`src/rtl/pwm_chopper_pkg.sv`:
```
package pwm_chopper_pkg;

  // Strobes from the phase control to the shadow registers and the datapath.
  typedef struct packed {
    logic hold;       // PWM input low: counters parked at phase zero
    logic periodEnd;  // last clock cycle of a carrier period
  } chop_strobe_t;

endpackage

```
`src/rtl/pwm_chopper_cfg.sv`:
```
module pwm_chopper_cfg
  import pwm_chopper_pkg::*;
#(
  parameter int PRE_MAX   = 16,
  parameter int FIRST_MAX = 16,
  parameter int DUTY_W    = 3,
  localparam int PRE_W    = $clog2(PRE_MAX + 1),
  localparam int FIRST_W  = $clog2(FIRST_MAX + 1)
) (
  input  logic               clk,
  input  logic               rst_n,
  input  logic               cfgEnable,
  input  logic [PRE_W-1:0]   cfgPrescale,
  input  logic [DUTY_W-1:0]  cfgDuty,
  input  logic [FIRST_W-1:0] cfgFirst,
  input  chop_strobe_t       strb,
  output logic               shEnable,
  output logic [PRE_W-1:0]   shPre,
  output logic [DUTY_W-1:0]  shDuty,
  output logic [FIRST_W-1:0] shFirst
);

  localparam logic [PRE_W-1:0]   PRE_CAP   = PRE_W'(PRE_MAX);
  localparam logic [FIRST_W-1:0] FIRST_CAP = FIRST_W'(FIRST_MAX);

  logic               loadCfg;
  logic [PRE_W-1:0]   preFit;
  logic [FIRST_W-1:0] firstFit;

  // Clamp illegal settings into the legal range: zero -> 1, above max -> max
  always_comb begin
    if (cfgPrescale == '0)          preFit = PRE_W'(1);
    else if (cfgPrescale > PRE_CAP) preFit = PRE_CAP;
    else                            preFit = cfgPrescale;

    if (cfgFirst == '0)             firstFit = FIRST_W'(1);
    else if (cfgFirst > FIRST_CAP)  firstFit = FIRST_CAP;
    else                            firstFit = cfgFirst;
  end

  // Capture only while idle or on a period boundary, so no runt pulses
  assign loadCfg = strb.hold | strb.periodEnd;

  always_ff @(posedge clk or negedge rst_n) begin
    if (!rst_n) begin
      shEnable <= 1'b0;
      shPre    <= PRE_W'(1);
      shDuty   <= '0;
      shFirst  <= FIRST_W'(1);
    end else if (loadCfg) begin
      shEnable <= cfgEnable;
      shPre    <= preFit;
      shDuty   <= cfgDuty;
      shFirst  <= firstFit;
    end
  end

  // no shadow change inside a carrier period while the PWM is high
  p_shadow_hold_r9: assert property (@(posedge clk) disable iff (!rst_n)
    (!strb.hold && !strb.periodEnd) |=>
      ($stable(shEnable) && $stable(shPre) && $stable(shDuty) && $stable(shFirst)));

  // shadow values always legal
  p_shadow_legal_r4: assert property (@(posedge clk) disable iff (!rst_n)
    (shPre != '0) && (shPre <= PRE_CAP) && (shFirst != '0) && (shFirst <= FIRST_CAP));

endmodule

```
`src/rtl/pwm_chopper_ctrl.sv`:
```
module pwm_chopper_ctrl
  import pwm_chopper_pkg::*;
#(
  parameter int PRE_MAX  = 16,
  parameter int DUTY_W   = 3,
  localparam int PRE_W   = $clog2(PRE_MAX + 1)
) (
  input  logic              clk,
  input  logic              rst_n,
  input  logic              pwmIn,
  input  logic [PRE_W-1:0]  shPre,
  output chop_strobe_t      strb,
  output logic [DUTY_W-1:0] tickIdx
);

  logic [PRE_W-1:0]  preCnt;
  logic [DUTY_W-1:0] tickCnt;
  logic              tickEnd;
  logic [PRE_W-1:0]  preLast;

  assign preLast        = shPre - PRE_W'(1);
  assign tickEnd        = (preCnt == preLast);
  assign strb.hold      = ~pwmIn;
  assign strb.periodEnd = pwmIn & tickEnd & (tickCnt == '1);
  assign tickIdx        = tickCnt;

  // Phase counters: parked at zero while the PWM is low, so every rising
  // phase starts from tick 0 of period 0.
  always_ff @(posedge clk or negedge rst_n) begin
    if (!rst_n) begin
      preCnt  <= '0;
      tickCnt <= '0;
    end else if (!pwmIn) begin
      preCnt  <= '0;
      tickCnt <= '0;
    end else if (tickEnd) begin
      preCnt  <= '0;
      tickCnt <= tickCnt + DUTY_W'(1);
    end else begin
      preCnt  <= preCnt + PRE_W'(1);
    end
  end

  // the prescale counter never passes the active prescale
  p_prescale_bound_r3: assert property (@(posedge clk) disable iff (!rst_n)
    preCnt < shPre);

  // a low PWM sample parks the phase at zero
  p_phase_restart_r8: assert property (@(posedge clk) disable iff (!rst_n)
    !pwmIn |=> (preCnt == '0 && tickCnt == '0));

endmodule

```
`src/rtl/pwm_chopper_dp.sv`:
```
module pwm_chopper_dp
  import pwm_chopper_pkg::*;
#(
  parameter int FIRST_MAX = 16,
  parameter int DUTY_W    = 3,
  localparam int FIRST_W  = $clog2(FIRST_MAX + 1)
) (
  input  logic               clk,
  input  logic               rst_n,
  input  logic               pwmIn,
  input  chop_strobe_t       strb,
  input  logic [DUTY_W-1:0]  tickIdx,
  input  logic               shEnable,
  input  logic [DUTY_W-1:0]  shDuty,
  input  logic [FIRST_W-1:0] shFirst,
  output logic               pwmOut
);

  localparam logic [FIRST_W-1:0] FIRST_CAP = FIRST_W'(FIRST_MAX);

  logic [FIRST_W-1:0] perCnt;
  logic               inFirst;
  logic               carrierLvl;
  logic               outNext;

  assign inFirst    = (perCnt < shFirst);
  assign carrierLvl = inFirst | (tickIdx < shDuty);
  assign outNext    = pwmIn & (shEnable ? carrierLvl : 1'b1);

  // Completed-period counter, saturating once past any legal first width
  always_ff @(posedge clk or negedge rst_n) begin
    if (!rst_n) begin
      perCnt <= '0;
    end else if (strb.hold) begin
      perCnt <= '0;
    end else if (strb.periodEnd && perCnt < FIRST_CAP) begin
      perCnt <= perCnt + FIRST_W'(1);
    end
  end

  always_ff @(posedge clk or negedge rst_n) begin
    if (!rst_n) pwmOut <= 1'b0;
    else        pwmOut <= outNext;
  end

  // low input forces low output on the next cycle
  p_low_input_r7: assert property (@(posedge clk) disable iff (!rst_n)
    !pwmIn |=> !pwmOut);

  // bypass follows the input
  p_bypass_r2: assert property (@(posedge clk) disable iff (!rst_n)
    !shEnable |=> (pwmOut == $past(pwmIn)));

  // during the first pulse the output stays high
  p_first_pulse_r6: assert property (@(posedge clk) disable iff (!rst_n)
    (shEnable && pwmIn && perCnt < shFirst) |=> pwmOut);

  // zero duty keeps the output low after the first pulse
  p_duty_zero_r5: assert property (@(posedge clk) disable iff (!rst_n)
    (shEnable && pwmIn && perCnt >= shFirst && shDuty == '0) |=> !pwmOut);

  // period counter bounded
  p_period_sat_r6: assert property (@(posedge clk) disable iff (!rst_n)
    perCnt <= FIRST_CAP);

endmodule

```
`src/rtl/pwm_chopper.sv`:
```
module pwm_chopper
  import pwm_chopper_pkg::*;
#(
  parameter int PRE_MAX   = 16,
  parameter int FIRST_MAX = 16,
  parameter int DUTY_W    = 3,
  localparam int PRE_W    = $clog2(PRE_MAX + 1),
  localparam int FIRST_W  = $clog2(FIRST_MAX + 1)
) (
  input  logic               clk,
  input  logic               rst_n,
  input  logic               cfgEnable,
  input  logic [PRE_W-1:0]   cfgPrescale,
  input  logic [DUTY_W-1:0]  cfgDuty,
  input  logic [FIRST_W-1:0] cfgFirst,
  input  logic               pwmIn,
  output logic               pwmOut
);

  chop_strobe_t       strb;
  logic [DUTY_W-1:0]  tickIdx;
  logic               shEnable;
  logic [PRE_W-1:0]   shPre;
  logic [DUTY_W-1:0]  shDuty;
  logic [FIRST_W-1:0] shFirst;

  pwm_chopper_cfg #(
    .PRE_MAX(PRE_MAX), .FIRST_MAX(FIRST_MAX), .DUTY_W(DUTY_W)
  ) u_cfg (
    .clk(clk), .rst_n(rst_n),
    .cfgEnable(cfgEnable), .cfgPrescale(cfgPrescale),
    .cfgDuty(cfgDuty), .cfgFirst(cfgFirst),
    .strb(strb),
    .shEnable(shEnable), .shPre(shPre), .shDuty(shDuty), .shFirst(shFirst)
  );

  pwm_chopper_ctrl #(
    .PRE_MAX(PRE_MAX), .DUTY_W(DUTY_W)
  ) u_ctrl (
    .clk(clk), .rst_n(rst_n), .pwmIn(pwmIn), .shPre(shPre),
    .strb(strb), .tickIdx(tickIdx)
  );

  pwm_chopper_dp #(
    .FIRST_MAX(FIRST_MAX), .DUTY_W(DUTY_W)
  ) u_dp (
    .clk(clk), .rst_n(rst_n), .pwmIn(pwmIn), .strb(strb), .tickIdx(tickIdx),
    .shEnable(shEnable), .shDuty(shDuty), .shFirst(shFirst),
    .pwmOut(pwmOut)
  );

endmodule

```
`config.mk`:
```
export PLATFORM = sky130hd
export DESIGN_NAME = pwm_chopper
export DESIGN_NICKNAME = d
export VERILOG_FILES = /design/src/rtl/pwm_chopper_pkg.sv /design/src/rtl/pwm_chopper_cfg.sv /design/src/rtl/pwm_chopper_ctrl.sv /design/src/rtl/pwm_chopper_dp.sv /design/src/rtl/pwm_chopper.sv
export SDC_FILE = /design/constraint.sdc
export NUM_CORES = 1
export LEC_CHECK = 0
export BUFFER_PORTS_ARGS = -buffer_cell sky130_fd_sc_hd__buf_2
export CAP_MARGIN = 25
export CELL_PAD_IN_SITES_DETAIL_PLACEMENT = 1
export CELL_PAD_IN_SITES_GLOBAL_PLACEMENT = 1
export CORE_ASPECT_RATIO = 1.2
export CORE_MARGIN = 2
export CORE_UTILIZATION = 25
export DETAILED_ROUTE_END_ITERATION = 7
export GPL_TIMING_DRIVEN = 0
export PLACE_DENSITY = 0.54
export SETUP_SLACK_MARGIN = 0.1
export SLEW_MARGIN = 30
export SYNTH_ARGS = -nofsm -noshare
export SYNTH_HDL_FRONTEND = slang
export SYNTH_SLANG_ARGS = --single-unit
```
`constraint.sdc`:
```
create_clock -name clk -period 2.4 [get_ports clk]
set_clock_uncertainty 0.2 [all_clocks]
set_input_delay 0.24 -clock clk [delete_from_list [all_inputs] [get_ports clk]]
set_output_delay 0.24 -clock clk [all_outputs]
set_load 0.02 [all_outputs]
```
# Yosys cells after proc, flatten, opt, wreduce, memory -nomap -nowiden
# Cells that the tools add are included.
# totals
latchBits	0
in_bits	17
regBits	28
out_inout_bits	1
mem_bits_ro	0
wordCells	41
ram_bits	0
memories	0
# classes
n_mul	0
n_addsub	4
order_cmp	5
n_reduce_logical	3
muxes	11
shift	0
n_bitwise	6
div_mod_pow	0
eq_ne	4
# op_table
operator	n
$mux W5	8
$add A5 B1 Y5 const B	2
$gt A5 B5 Y1 const B	2
$logic_not A5 Y1	2
$mux W3	2
$eq A5 B5 Y1	1
$lt A5 B5 Y1	1
$lt A5 B5 Y1 const B	1
$sub A5 B1 Y5 const B	1
$ne A2 B1 Y1 const B	2
$add A3 B1 Y3 const B	1
$and A1 B1 Y1	3
$eq A3 B3 Y1 const B	1
$lt A3 B3 Y1	1
$or A1 B1 Y1	2
$logic_and A1 B1 Y1	1
$mux W1	1
$not A1 Y1	1

# Longest topological paths before layout
# Gate-level depths: netlist (run 1).
# logic_depth
depth_word	7
depth_mapped	8
depth_no_buf	7

# Cells and area by module
# From an unflattened synthesis (run 1), not the netlist that was laid out.
# hier_totals
hier_cells	142
area_unflattened_um2	1522.7
# modules_own_cells
mod	instances	area_per_inst_um2	cells_per_inst	seq_area_each_um2
pwm_chopper_cfg	1	593.1	49	352.8
pwm_chopper_ctrl	1	516.7	49	200.2
pwm_chopper_dp	1	412.9	44	150.1

# Least setup slack after synthesis (run 1)
# OpenSTA, ideal clock, no wires.
# synth_path
path_kind	flip-flop to flip-flop
startpoint	register u_cfg.shPre[0]
endpoint	register u_cfg.shDuty[0]
arrival_ps	2086
synth_period_minus_slack_ps	2411
path_stages_with_launch	9
setup_time_ps	125
n_path_buf	1
required_ps	2075
slack_ps	-11
cell_sequence	dfstp_2 inv_1 ha_1 xnor2_1 a211oi_2 o311ai_2 o21ai_2 buf_6 mux2_2
# synth_between
elab_chain_cells	5
# synth_rtl
item	line	source
from (decl)	pwm_chopper_cfg.sv:18	output logic [PRE_W-1:0] shPre,
from (signal assigned)	pwm_chopper_cfg.sv:52	shPre <= preFit;
$sub A5 B1 Y5	pwm_chopper_ctrl.sv:21	assign preLast = shPre - PRE_W'(1);
$eq A5 B5 Y1	pwm_chopper_ctrl.sv:22	assign tickEnd = (preCnt == preLast);
$and A1 B1 Y1 (2 in series)	pwm_chopper_ctrl.sv:24	assign strb.periodEnd = pwmIn & tickEnd & (tickCnt == '1);
$or A1 B1 Y1	pwm_chopper_cfg.sv:42	assign loadCfg = strb.hold | strb.periodEnd;
to (signal assigned)	pwm_chopper_cfg.sv:53	shDuty <= cfgDuty;
to (decl)	pwm_chopper_cfg.sv:19	output logic [DUTY_W-1:0] shDuty,
# Every way passes these cells.
# A chain may end at the register's enable or synchronous reset.

# Worst setup path after layout (run 1)
# layout_path
startpoint	register u_cfg.shPre[0]
endpoint	register u_cfg.shPre[3]
# layout_between
elab_chain_cells	5
# layout_rtl
item	line
$sub A5 B1 Y5	pwm_chopper_ctrl.sv:21
$eq A5 B5 Y1	pwm_chopper_ctrl.sv:22
$and A1 B1 Y1 (2 in series)	pwm_chopper_ctrl.sv:24
$or A1 B1 Y1	pwm_chopper_cfg.sv:42
# Every way passes these cells.

==> results.txt, run 1 <==
status: finished, final reports clean
max_cap viols: 0
WS Path Type: register to register
arrival time at the worst endpoint: 2340 ps
Design Area, Final: 1936 um^2
vias in the first global route: 1,244
Clk pwr share: 27.1%
WL per Instance: 13.46 um
Die ar.: 6734 um^2
RSZ-0062 raised after global routing: yes
Switching Fraction: 27.40%
worst skew pair latency: 280 ps
die width: 75.25 um
CTS clk-pin slew, worst paths: 100 ps
CTS sink count: 28
Reg power frac: 52.2%
CP Capture Type: register
CTS max path bufs: 2
Core Area: 5973 um^2
gp weighted congestion: 0.7792
internal power: 0.0007348 W
post-synthesis compound-gate area fraction: 10.44%
Final setup viols: 0
CTS Buf Count: 3
Syn Area/Cell: 11.11 um^2
post-detail-place hpwl: 2461 um
Synth Cell Area: 1523 um^2
Cell variety after synth: 34
Rel. slew slack: 56.76%
initial detailed-routing violation count: 35
DP Area: 1738 um^2
pin count of the biggest net entering global routing: 29
TritonCTS clock tree: done
Total Wirelength: 3391 um
Worst-Margin Slew: 648.6 ps
combinational family with the most area after synthesis: simple AND/OR/NAND/NOR gates
root buffer cell: clkbuf_8
Cell Count, Final, Fillers Out: 252
first-pass iteration count of the detailed router: 4
Post-DRT Antenna Nets: 0
Setup TNS Final: 0 ps
Crit Path Max Fanout: 9
P per Cell Area: 522.8 nW/um^2
Die Y: 89.49 um
initial antenna violation count: 0
layout cells sized above 1: 28.24%
Hold/Removal Path Class: primary input to register
Synth Area in XOR/XNOR: 5.752%
vias per cell: 4.444
Critical Path Start Type: register
Inserted Diodes: 0
Worst Path Required: 2370 ps
combinational power share: 20.7%
#FFs+latches synth: 28
Net Sw Power: 0.0002773 W
Main synth FF type: dfrtp_1
GRT Residual Overflow: 0
crit share post-route: 98.69%
P_leak: 0.9291 nW
R2R Setup Slk: 30 ps
Max Freq: 422.2 MHz
Syn Inst Count: 137
H-tree depth: 1
simple-gate share of the synthesized area: 13.06%
sequential area share after synthesis: 46.18%
Syn Nets: 165
GR Util All Layers: 11.35%
io pins: 18
DR vias: 1,120
Fillers: 709
area grow syn2layout: 27.12%
final slew viol count: 0
min cycle time layout: 2369 ps
drt drc: 0
nets: 199
mux contribution to synthesized area: 11.26%
asr flop ratio synth: 100.0%
YS warnings: 0
first-pass GRT wire length: 5823 um
final hold violations: 0
starting density of the core: 25.49%
fin util: 32.40%
PortBufs: 17
Cells after DPL: 236
Post-Synth Adder-Cell Area: 9.039%
Post-synth EDFFs: 0
Max IR drop VDD: 0.0001935 V
cell row count: 31
worst hold slack: 27.51 ps
critical path, cell delays in order (launching register included):
cell and delay (ps):
dfstp_2 550, inv_2 50, ha_4 210, xnor2_1 130
a211oi_2 230, o311ai_4 200, o21ai_4 220, buf_12 170
mux2_4 300
cell usage in the layout, fill, tap and decap left out, types with 3 or more instances in the layout:
cell,Yosys,final
nand2b_1,8,8
dlygate4sd3_1,0,5
xnor2_1,4,4
clkbuf_8,0,3
mux2i_1,7,7
a21oi_1,4,3
inv_1,11,10
buf_4,1,6
a21o_1,4,4
buf_2,1,18
nor2_1,10,10
mux2_2,9,3
dfrtp_1,26,26
o31ai_1,3,3
mux2_4,0,6
nand3_1,5,5
xor2_1,6,6
nor3_1,4,4
ha_1,11,10
metal layers:
| metal | share of wire [%] | global-route usage (%) |
|---|---|---|
| met3 | 1.9 | 1.691 |
| met1 | 46 | 14.43 |
| met2 | 51 | 20.26 |
| met4 | 0.71 | 2.392 |
| met5 | 0 | 0 |
per-stage QoR:
stage / total power [W] / worst slack [ps]
after global routing: 0.001069 / -51.17
after floorplan: 0.0006573 / 31.44
final: 0.001012 / 31.43
after detailed placement: 0.0007203 / -325.9
after CTS: 0.001021 / 3.000
after global placement: 0.0007096 / -288.3
worst paths after layout:
check	depth (start not counted)	start	end
min	3	cfgPrescale[1]	u_cfg.shPre[1]$_DFFE_PN0P_
max in group asynchronous	2	rst_n	u_ctrl.tickIdx[0]$_DFFE_PN0P_
min reg2reg	1	u_cfg.shFirst[4]$_DFFE_PN0P_	u_cfg.shFirst[4]$_DFFE_PN0P_
min in group asynchronous	2	rst_n	u_cfg.shPre[2]$_DFFE_PN0P_
max reg2reg	8	u_cfg.shPre[0]$_DFFE_PN1P_	u_cfg.shPre[3]$_DFFE_PN0P_
max	8	u_cfg.shPre[0]$_DFFE_PN1P_	u_cfg.shPre[3]$_DFFE_PN0P_
synth_stat cells (2+ instances only):
master	count	area [um^2]
xnor2_1	4	35.03
or4_1	2	15.01
a21o_1	4	30.03
nor3_1	4	20.02
nor2_1	10	37.54
nand3_1	5	25.02
dfstp_2	2	52.55
nor2b_1	2	12.51
ha_1	11	137.6
mux2_2	9	101.4
mux2i_1	7	70.07
xor2_1	6	52.55
dfrtp_1	26	650.6
nand2_1	2	7.510
a21oi_1	4	20.02
inv_1	11	41.29
nand2b_1	8	50.05
o21a_1	2	15.01
o31ai_1	3	22.52
timing repair:
item,in CTS,in global routing
endpoints found under the setup margin,26,26
hold endpoints to repair,30,0
pin swaps,6,1
hold buffers,5,0
buffers inserted,5,2
resized for setup,7,4
power groups by stage:
stage                     combinational (W)  sequential (W)  clock, W
after floorplan                    0.000124        0.000533         0
after global placement             0.000172        0.000538         0
after detailed placement           0.000181        0.000539         0
after CTS                          0.000208        0.000529  0.000284
after global routing               0.000235        0.000533  0.000301
final                              0.000210        0.000528  0.000274
registers in the layout, indices dropped and copies added, names as in the netlist:
name            count
u_ctrl.preCnt       5
u_cfg.shFirst       5
u_cfg.shPre         5
u_cfg.shDuty        3
u_cfg.shEnable      1
u_ctrl.tickIdx      3
u_dp.perCnt         5
u_dp.pwmOut         1
cells by family (layout without fill, tap and decap cells):
kind of cell / after synthesis / in the layout
buffers and inverters: 14 / 47
DFF: 28 / 28
adders and majority gates: 11 / 11
and+or+nand+nor: 37 / 37
xor gates and xnor gates: 10 / 10
muxes: 16 / 16
AOI/OAI and AO/OA: 21 / 21
final cells by class:
type                            count  area [um^2]  area share (%)
Multi-Input combinational cell     95        815.8           42.15
Tap cell                           82        102.6           5.301
Buffer                              3        32.53           1.681
Sequential cell                    28        703.2           36.33
Timing Repair Buffer               29        195.2           10.08
Clock buffer                        4        45.04           2.327
Inverter                           11        41.29           2.133
(Power assumes the default switching activity.)
==> run 2, diff against run 1 <==
Settings changed: PLACE_DENSITY 0.54 to 0.46.
==> run 2 against run 1 <==
  * The flow now finishes with violations (setup timing)
  * Register-to-register slack worse by 40 ps
  * Count of clock-buffer cells in the layout down 1
  * Routed wire length down 0.50%
  * Combinational power about the same
  * Clock power up 38%
  * Final area up 1.6%
  * Worst hold slack worse by 8.8 ps
  * Final cell count up 0.40%
  * Critical path type unchanged
  * Largest power group unchanged
  * Highest routed layer unchanged
==> results.txt, run 2 (synthesized netlist as in run 1, its figures left out) <==
RSZ-0062 raised after global routing: yes
GR Util All Layers: 11.88% (+0.53 points)
layout cells sized above 1: 28.65% (+0.42 points)
io pins: 18 (unchanged)
initial antenna violation count: 0 (unchanged)
Total Wirelength: 3374 um (-0.50%)
Cell Count, Final, Fillers Out: 253 (+0.40%)
final hold violations: 0 (unchanged)
cell row count: 31 (unchanged)
cell breakdown of the critical path: inv_2 > ha_4 > xnor2_1 > a211oi_2 > o311ai_4 > o21ai_4 > buf_12 > mux2_4
Die ar.: 6734 um^2 (unchanged)
Crit path max-delay family: compound AO/OA/AOI/OAI gates
WS Path Type: register to register
Crit Path Max Fanout: 9 (unchanged)
first-pass GRT wire length: 6037 um (+3.7%)
Worst-Margin Slew: 640.6 ps (-8.055 ps)
area grow syn2layout: 29.09%
Rel. slew slack: 57.30% (+0.54 points)
worst skew pair latency: 280 ps (about the same)
first-pass iteration count of the detailed router: 3 (-1)
Inserted Diodes: 0 (unchanged)
Largest stage delay, worst path: 560 ps (about the same)
CTS Buf Count: 3 (unchanged)
Critical Path Start Type: register
crit path max-delay cell type: dfstp_2
crit path buf inv count: 2 (unchanged)
final slew viol count: 0 (unchanged)
Die Y: 89.49 um (unchanged)
Hold/Removal Path Class: primary input to register
worst setup margin: -6.838 ps (-38.26 ps)
max_cap viols: 0 (unchanged)
Core Area: 5973 um^2 (unchanged)
arrival time at the worst endpoint: 2370 ps (+30 ps)
H-tree depth: 1 (unchanged)
Cells after DPL: 236 (unchanged)
vias per cell: 4.447 (about the same)
pin count of the biggest net entering global routing: 29 (unchanged)
crit share post-route: 100.3% (+1.6 points)
die width: 75.25 um (unchanged)
Max IR drop VDD: 0.0002041 V (+5.5%)
P per Cell Area: 567.2 nW/um^2 (+8.5%)
most frequent cells in the layout: 26 x dfrtp_1, 18 x buf_2, 10 x inv_1, 10 x nor2_1, 10 x ha_1
CTS clk-pin slew, worst paths: 100 ps (about the same)
most common cell after layout, fill and taps aside: dfrtp_1
CP Capture Type: register
GRT Residual Overflow: 0 (unchanged)
Worst Path Required: 2370 ps (about the same)
post-detail-place hpwl: 2424 um (-1.5%)
TritonCTS clock tree: done
violated checks: setup timing
min cycle time layout: 2407 ps (+38.26 ps)
status: complete, but fails checks
DR vias: 1,125 (+0.45%)
PortBufs: 17 (unchanged)
CTS max path bufs: 2 (unchanged)
Final setup viols: 5 (+5)
Max Freq: 415.5 MHz (-1.6%)
initial detailed-routing violation count: 13 (-63%)
CTS sink count: 28 (unchanged)
gp weighted congestion: 0.6973 (-11%)
nets: 200 (+0.50%)
root buffer cell: clkbuf_8
Post-DRT Antenna Nets: 0 (unchanged)
vias in the first global route: 1,238 (-0.48%)
P_leak: 0.9461 nW (+1.8%)
starting density of the core: 25.49% (unchanged)
Setup Slack @ Placement: -361.2 ps (-35.35 ps)
WL per Instance: 13.34 um (-0.89%)
drt drc: 0 (unchanged)
## run 2: tightest hold or removal path, stage by stage
cell,delay [ps]
buf_2,100
nand2b_1,60
mux2i_1,60
## run 2: worst paths after layout
check | startpoint | slack, ps | to | cells past startpoint
worst max-delay path | u_cfg.shPre[0]$_DFFE_PN1P_ | -7 | u_cfg.shDuty[1]$_DFFE_PN0P_ | 8
worst min-delay path | cfgFirst[1] | 20 | u_cfg.shFirst[1]$_DFFE_PN0P_ | 3
worst max register to register | u_cfg.shPre[0]$_DFFE_PN1P_ | -7 | u_cfg.shDuty[1]$_DFFE_PN0P_ | 8
worst min register to register | u_ctrl.preCnt[0]$_DFF_PN0_ | 320 | u_ctrl.preCnt[0]$_DFF_PN0_ | 1
max in group asynchronous | rst_n | 1270 | u_cfg.shDuty[0]$_DFFE_PN0P_ | 2
min in group asynchronous | rst_n | 310 | u_cfg.shPre[2]$_DFFE_PN0P_ | 2
## run 2: through the flow
stage	hold WS (ps)	TNS [ps]	utilization, %	total power (W)	instance area (um^2)
after floorplan	-255.6	0	-	0.0006573	1550
final	18.69	-23.08	32.91	0.001115	1966
after global placement	109.5	-2733	29.10	0.0007117	1738
after detailed placement	122.7	-3496	29.10	0.0007194	1738
after CTS	13.21	-199.1	32.51	0.001133	1942
after global routing	14.15	-1317	32.91	0.001191	1966
## run 2: area by class of cell
type | count | area [um^2]
Tap cell | 82 | 102.6
Clock inverter | 1 | 30.03
Multi-Input combinational cell | 95 | 812.0
Timing Repair Buffer | 30 | 202.7
Inverter | 11 | 41.29
Clock buffer | 3 | 41.29
Fill cell | 690 | 4008
Buffer | 3 | 32.53
Sequential cell | 28 | 703.2
## run 2: layer usage
metal	global-route usage (%)	share of wire, %	vias to the layer above	wire length, um
li1	-	-	542	-
met1	14.23	42	561	1417
met3	1.691	2.5	7	83
met2	22.09	53	15	1779
met4	2.871	2.8	0	93
met5	0	0	-	0
## run 2: repair_timing
| action | 4_1_cts | 5_1_grt |
|---|---|---|
| hold buffers | 5 | 0 |
| buffers inserted | 7 | 1 |
| resized for setup | 5 | 4 |
| endpoints found under the hold margin | 30 | 0 |
| setup endpoints to repair | 26 | 26 |
| pin swaps | 5 | 0 |
## run 2: power breakdown
group / internal, W / switching (W) / leakage, nW
Combinational: 0.000110 / 0.0000984 / 0.551
Sequential: 0.000505 / 0.0000233 / 0.359
Clock: 0.000224 / 0.000154 / 0.0357
Total: 0.000839 / 0.000276 / 0.946
